File: config.mk
export PLATFORM = sky130hd
export DESIGN_NAME = pkt_abort_fifo
export DESIGN_NICKNAME = d
export VERILOG_FILES = /design/src/rtl/pkt_fifo_pkg.sv /design/src/rtl/pkt_fifo_mem.sv /design/src/rtl/pkt_fifo_wrctl.sv /design/src/rtl/pkt_fifo_rdctl.sv /design/src/rtl/pkt_abort_fifo.sv
export SDC_FILE = /design/constraint.sdc
export NUM_CORES = 1
export LEC_CHECK = 0
export ABC_AREA = 1
export ABC_CLOCK_PERIOD_IN_PS = 3300
export CORE_MARGIN = 5
export CORE_UTILIZATION = 50
export DETAILED_ROUTE_END_ITERATION = 6
export PLACE_DENSITY = 0.76
export SLEW_MARGIN = 20
export SYNTH_ARGS = -nofsm -noshare
export SYNTH_HDL_FRONTEND = slang
export SYNTH_HIERARCHICAL = 1
export SYNTH_SLANG_ARGS = --single-unit
File: constraint.sdc
create_clock -name clk -period 3.3 [get_ports clk]
set_clock_uncertainty 0.1 [all_clocks]
set_input_delay 0.825 -clock clk [delete_from_list [all_inputs] [get_ports clk]]
set_output_delay 0.825 -clock clk [all_outputs]
set_load 0.02 [all_outputs]
File: src/rtl/pkt_fifo_pkg.sv
package pkt_fifo_pkg;

  // Distance from read pointer to write pointer, modulo twice the depth.
  function automatic logic [31:0] ring_used(input logic [31:0] wp,
                                            input logic [31:0] rp,
                                            input int unsigned aw);
    logic [31:0] mask;
    mask = (32'd1 << (aw + 1)) - 32'd1;
    return (wp - rp) & mask;
  endfunction

  function automatic logic ring_full(input logic [31:0] wp,
                                     input logic [31:0] rp,
                                     input int unsigned aw,
                                     input int unsigned depth);
    return ring_used(wp, rp, aw) == depth;
  endfunction

endpackage

File: src/rtl/pkt_fifo_mem.sv
module pkt_fifo_mem #(
  parameter int DEPTH = 8,
  parameter int WIDTH = 33,
  localparam int AW = $clog2(DEPTH)
) (
  input  logic             clk,
  input  logic             we,
  input  logic [AW-1:0]    waddr,
  input  logic [WIDTH-1:0] wdata,
  input  logic [AW-1:0]    raddr,
  output logic [WIDTH-1:0] rdata
);

  logic [WIDTH-1:0] store [DEPTH];

  always_ff @(posedge clk) begin
    if (we) store[waddr] <= wdata;
  end

  assign rdata = store[raddr];

endmodule

File: src/rtl/pkt_fifo_wrctl.sv
module pkt_fifo_wrctl
  import pkt_fifo_pkg::*;
#(
  parameter int DEPTH = 8,
  localparam int AW = $clog2(DEPTH),
  localparam int PW = AW + 1
) (
  input  logic          clk,
  input  logic          rst_n,
  input  logic          wr_valid,
  input  logic          wr_sop,
  input  logic          wr_eof,
  input  logic          abort,
  input  logic [PW-1:0] rd_ptr,
  output logic [PW-1:0] live_ptr,
  output logic [PW-1:0] commit_ptr,
  output logic          full,
  output logic          locked,
  output logic          wr_accept,
  output logic          wr_commit,
  output logic          wr_drop
);

  logic eligible;

  assign full      = ring_full(32'(live_ptr), 32'(rd_ptr), AW, DEPTH);
  assign eligible  = wr_valid && (!locked || wr_sop);
  assign wr_drop   = eligible && !abort && full;
  assign wr_accept = eligible && !abort && !full;
  assign wr_commit = wr_accept && wr_eof;

  always_ff @(posedge clk) begin
    if (!rst_n) begin
      live_ptr   <= '0;
      commit_ptr <= '0;
      locked     <= 1'b0;
    end else if (abort || wr_drop) begin
      live_ptr <= commit_ptr;
      locked   <= 1'b1;
    end else if (wr_accept) begin
      live_ptr <= live_ptr + 1'b1;
      locked   <= 1'b0;
      if (wr_eof) commit_ptr <= live_ptr + 1'b1;
    end
  end

endmodule

File: src/rtl/pkt_fifo_rdctl.sv
module pkt_fifo_rdctl #(
  parameter int DEPTH = 8,
  localparam int AW = $clog2(DEPTH),
  localparam int PW = AW + 1
) (
  input  logic          clk,
  input  logic          rst_n,
  input  logic          rd_en,
  input  logic [PW-1:0] commit_ptr,
  output logic [PW-1:0] rd_ptr,
  output logic          rd_empty,
  output logic          rd_pop
);

  assign rd_empty = (rd_ptr == commit_ptr);
  assign rd_pop   = rd_en && !rd_empty;

  always_ff @(posedge clk) begin
    if (!rst_n)      rd_ptr <= '0;
    else if (rd_pop) rd_ptr <= rd_ptr + 1'b1;
  end

endmodule

File: src/rtl/pkt_abort_fifo.sv
module pkt_abort_fifo #(
  parameter int DEPTH  = 8,
  parameter int DATA_W = 32,
  localparam int AW = $clog2(DEPTH),
  localparam int PW = AW + 1
) (
  input  logic              clk,
  input  logic              rst_n,
  input  logic              wr_valid,
  input  logic              wr_sop,
  input  logic              wr_eof,
  input  logic [DATA_W-1:0] wr_data,
  input  logic              abort,
  input  logic              rd_en,
  output logic [DATA_W-1:0] rd_data,
  output logic              rd_eof,
  output logic              rd_empty,
  output logic              full
);

  logic [PW-1:0] live_ptr;
  logic [PW-1:0] commit_ptr;
  logic [PW-1:0] rd_ptr;
  logic          locked;
  logic          wr_accept;
  logic          wr_commit;
  logic          wr_drop;
  logic          rd_pop;
  logic [DATA_W:0] head_word;

  pkt_fifo_wrctl #(.DEPTH(DEPTH)) u_wrctl (
    .clk(clk), .rst_n(rst_n), .wr_valid(wr_valid), .wr_sop(wr_sop),
    .wr_eof(wr_eof), .abort(abort), .rd_ptr(rd_ptr), .live_ptr(live_ptr),
    .commit_ptr(commit_ptr), .full(full), .locked(locked),
    .wr_accept(wr_accept), .wr_commit(wr_commit), .wr_drop(wr_drop)
  );

  pkt_fifo_rdctl #(.DEPTH(DEPTH)) u_rdctl (
    .clk(clk), .rst_n(rst_n), .rd_en(rd_en), .commit_ptr(commit_ptr),
    .rd_ptr(rd_ptr), .rd_empty(rd_empty), .rd_pop(rd_pop)
  );

  pkt_fifo_mem #(.DEPTH(DEPTH), .WIDTH(DATA_W + 1)) u_mem (
    .clk(clk), .we(wr_accept), .waddr(live_ptr[AW-1:0]),
    .wdata({wr_eof, wr_data}), .raddr(rd_ptr[AW-1:0]), .rdata(head_word)
  );

  assign rd_data = head_word[DATA_W-1:0];
  assign rd_eof  = head_word[DATA_W];

endmodule

==> Word level (Yosys, flattened, before mapping) <==
Memories as Yosys holds them, arrays and structs flattened. A register that Yosys moved wholly into a read port is not among the register bits.
Cells that the tools add are included.
{ "op_classes": {"addsub": 3, "n_eq_ne": 2, "muxes": 8, "bitwise": 1, "reduce_logical": 13} }
{ "ops": {"columns": ["op", "n"], "rows": [
  ["$add 4x1->4 const B", 2],
  ["$mux 4", 2],
  ["$mux 3", 2],
  ["$logic_and 1x1->1", 5],
  ["$eq 4x4->1", 1],
  ["$eq 4x4->1 const B", 1],
  ["$logic_not 1->1", 4],
  ["$mux 1", 4],
  ["$sub 4x4->4", 1],
  ["$reduce_and 3->1", 1],
  ["$logic_or 1x1->1", 2],
  ["$reduce_bool 2->1", 1],
  ["$not 1->1", 1]
]} }
{ "totals": {"register_bits": 13, "ramBits": 264, "output_inout_bits": 35, "memories": 1} }
{ "memory_table": {"columns": ["name", "depth", "width", "rd", "rd_ports_with_merged_regs", "wr", "line_no", "source"], "rows": [
  ["u_mem.store", 8, 33, 1, 1, 1, "pkt_fifo_mem.sv:14", "logic [WIDTH-1:0] store [DEPTH];"]
]} }

==> Longest topological paths before layout <==
{ "depth": {"depth_word": 8, "mapped_depth": 15} }

==> By module <==
The synthesis kept the hierarchy.
{ "modules_own_cells": {"columns": ["mod", "n_inst", "cells_each", "area_each_um2", "seq_area_each_um2"], "rows": [
  ["pkt_fifo_mem", 1, 1159, 11566.1, 7927.6],
  ["pkt_fifo_wrctl", 1, 101, 633.1, 180.2],
  ["pkt_fifo_rdctl", 1, 52, 287.8, 80.1]
]} }

==> Worst setup path after synthesis <==
OpenSTA, ideal clock, no wires.
{ "synth_path": {"path_kind": "register to register", "from": "register u_rdctl.rd_ptr[1]", "to": "memory u_mem.store[1][0] (enable)", "t_arrival_ps": 2822, "required_ps": 2777, "slack_ps": -45, "path_stages_with_launch": 13, "path_buffers": 0, "synth_period_minus_slack_ps": 3345, "cell_sequence": "dfxtp_1 -> inv_1 -> ha_1 -> nand2_1 -> nand2_1 -> nand2_1 -> nand2_1 -> nand2_2 -> nand2_2 -> nand2_2 -> inv_4 -> nand2_1 -> nor2_1"} }
{ "synth_via": {"elab_chain_len": 6} }
{ "synth_lines": {"columns": ["item", "line_no", "source"], "rows": [
  ["from (decl)", "pkt_fifo_rdctl.sv:10", "output logic [PW-1:0] rd_ptr,"],
  ["from (signal assigned)", "pkt_fifo_rdctl.sv:20", "else if (rd_pop) rd_ptr <= rd_ptr + 1'b1;"],
  ["$sub 4x4->4", "pkt_fifo_pkg.sv:9", "return (wp - rp) & mask;"],
  ["$eq 4x4->1", "pkt_fifo_pkg.sv:16", "return ring_used(wp, rp, aw) == depth;"],
  ["$logic_not 1->1", "pkt_fifo_wrctl.sv:29", "assign wr_accept = eligible && !abort && !full;"],
  ["$logic_and 1x1->1", "pkt_fifo_wrctl.sv:29", null],
  ["named net wr_accept", "pkt_abort_fifo.sv:25", "logic wr_accept;"],
  ["$mux 1", "pkt_fifo_mem.sv:17", "if (we) store[waddr] <= wdata;"],
  ["$mux 1 (not written as such)", "pkt_fifo_mem.sv:17", null],
  ["to (decl)", "pkt_fifo_mem.sv:14", null]
]} }
The timed path passes the listed nets, and every way through them passes these cells.

==> impl_metrics.tcl <==
set metrics [dict create \
    start_util_pct 50.98 \
    r2r_slack_ns 0.78 \
    drt-total-wl_um 27160 \
    post_drt_via_cell_ratio 4.967 \
    hold_violations 0 \
    max_freq_mhz 318.6 \
    boundaryPins 74 \
    finalSetupViolCount 0 \
    power_w 0.008753 \
    grt_usage_pct 18.78 \
    cp_max_fo 66 \
    rr_endpoint "u_mem/store[0][2]" \
    cp-start-kind "register" \
    ys_warn_count 6 \
    drt.antenna.violating_nets 0 \
    cts_tree "yes" \
    area_delta_synth_final_pct 17.50 \
    grt_first_pass_wirelength_um 42950 \
    worstSetupEndpointType "output port" \
    final_area_um2 14650 \
    drtPass1Iterations 7 \
    hpwl_um 15430 \
    antenna_found_initial 1 \
    drcViolationCount 0 \
    routedWlPerCell_um 15.67 \
    netlist_instances 1308 \
    rsz0062_at_grt "false" \
    die_h_um 167.9 \
    layout_commonest_cell "nand2_1" \
    htreeDepth 1 \
    hold_slack_ns 0.3943 \
    final.period_utilization_pct 95.11 \
    path_class "register to output port" \
    power_density_nw_per_um2 597.3 \
    clk_pin_slew_ns 0.06 \
    rr_worst_depth 13 \
    gp_congestion 0.8220 \
    synth.cell_area_um2 12470 \
    clock_path_buffers 3 \
    post-route-min-period_ns 3.139 \
    tightestPinTransition_ns 0.4850 \
    core_area_um2 24460 \
    cts_setup_buffers 0 \
    hp-class "register to register" \
    layout_common_cells "nand2_1 (475), inv_1 (299), edfxtp_1 (264)" \
    io_buffers 73 \
    vdd_drop_max_mv 0.4433 \
    num_vias 8612 \
    cts_root_buf "clkbuf_16" \
    mappedNetlistNets 1352 \
    grt_max_degree 89 \
    leakagePower_nw 6.730 \
    syn_area_per_cell_um2 9.535 \
    die-area_um2 28200 \
    clock-sinks 277 \
    r2r-start "u_rdctl/rd_ptr[1]" \
    worstPathArrival_ns 2.21 \
    hold_path_end "u_wrctl/live_ptr[0]" \
    cts_buffers 27 \
    worstHoldStart "u_wrctl/commit_ptr[0]" \
    clk_latency_ns 0.52 \
    overflow 0 \
    final_nets 1433 \
    first_global_vias 8495 \
    die_w_um 167.9 \
    relSlewSlack_pct 67.57 \
    crit_required_ns 2.37 \
    setup_tns_ns 0 \
    drive_gt1_share_pct 6.742 \
    whs_path_depth 2 \
    drtIter0Drc 820 \
    fp-row-count 57 \
    cap_violations 0 \
    outcome "finished clean" \
    place_area_um2 13730 \
    slew_viol_final 0 \
]
[per-layer routing]
layer / up-vias / GRT usage [%] / part of all wire [%]
met5: - / 0 / 0
met4: 0 / 4.622 / 1.9
met3: 43 / 3.165 / 6.7
met2: 296 / 33.98 / 51
met1: 4065 / 23.56 / 40
li1: 4208 / - / -
[critical path, cell delays in order, from the launching register on]
cell	delay, ns
dfxtp_4	0.44
clkinv_2	0.15
bufbuf_16	0.39
nand2_1	0.10
nand3_1	0.06
nand2_1	0.08
nand2_1	0.05
nand2_1	0.09
dlygate4sd2_1	0.34
[where the power goes]
part	switching (W)	total, W	internal [W]
clock	0.00124	0.00291	0.00167
combinational	0.00123	0.00187	0.000646
sequential	0.0000414	0.00397	0.00393
total	0.00251	0.00875	0.00624
[metrics by stage]
step,cells,util (%),setup WS (ns)
after global routing,1734,59.90,0.01842
after detailed placement,1682,56.13,0.3387
final,1734,59.90,0.1613
after CTS,1732,59.62,-0.05795
after global placement,1682,56.13,0.3278
after floorplan,1308,-,-0.04483
[worst max path at each step]
| stage | depth (start not counted) | endpoint | slack [ns] | startpoint |
|---|---|---|---|---|
| 6_report | 8 | rd_data[3] | 0.16 | u_rdctl/rd_ptr[0] |
| 2_1_floorplan | 12 | u_mem/store[1][0] | -0.04 | u_rdctl/rd_ptr[1] |
| 4_1_cts | 8 | rd_empty | -0.06 | u_rdctl/rd_ptr[0] |
| 3_5_place_dp | 8 | u_mem/store[0][9] | 0.34 | wr_sop |
| 3_3_place_gp | 8 | u_mem/store[0][9] | 0.33 | wr_sop |
| 5_1_grt | 8 | rd_data[2] | 0.02 | u_rdctl/rd_ptr[0] |
[what timing repair did]
action | in CTS | in global routing
gates resized for setup | 32 | 14
gates cloned | 1 | 1
pin swaps | 0 | 0
setup endpoints to repair | 33 | 8
hold buffers | 0 | 0
[sequential cells by signal, summed over array words and instances, names as in the netlist]
signal              cells
u_wrctl/commit_ptr      4
u_wrctl/live_ptr        4
u_mem/store           264
u_wrctl/locked          1
u_rdctl/rd_ptr          4
[layout make-up]
cell class	count	area [um2]
fillers	1958	9808
flip-flops and latches	277	8197
multi-input cells	678	2902
repair buffers	103	1171
inverters	302	1137
clock buffers	37	753.2
well taps	324	405.4
clock inverters	12	86.33
diodes	1	2.502
No activity file was read; power rests on OpenSTA's default activity.
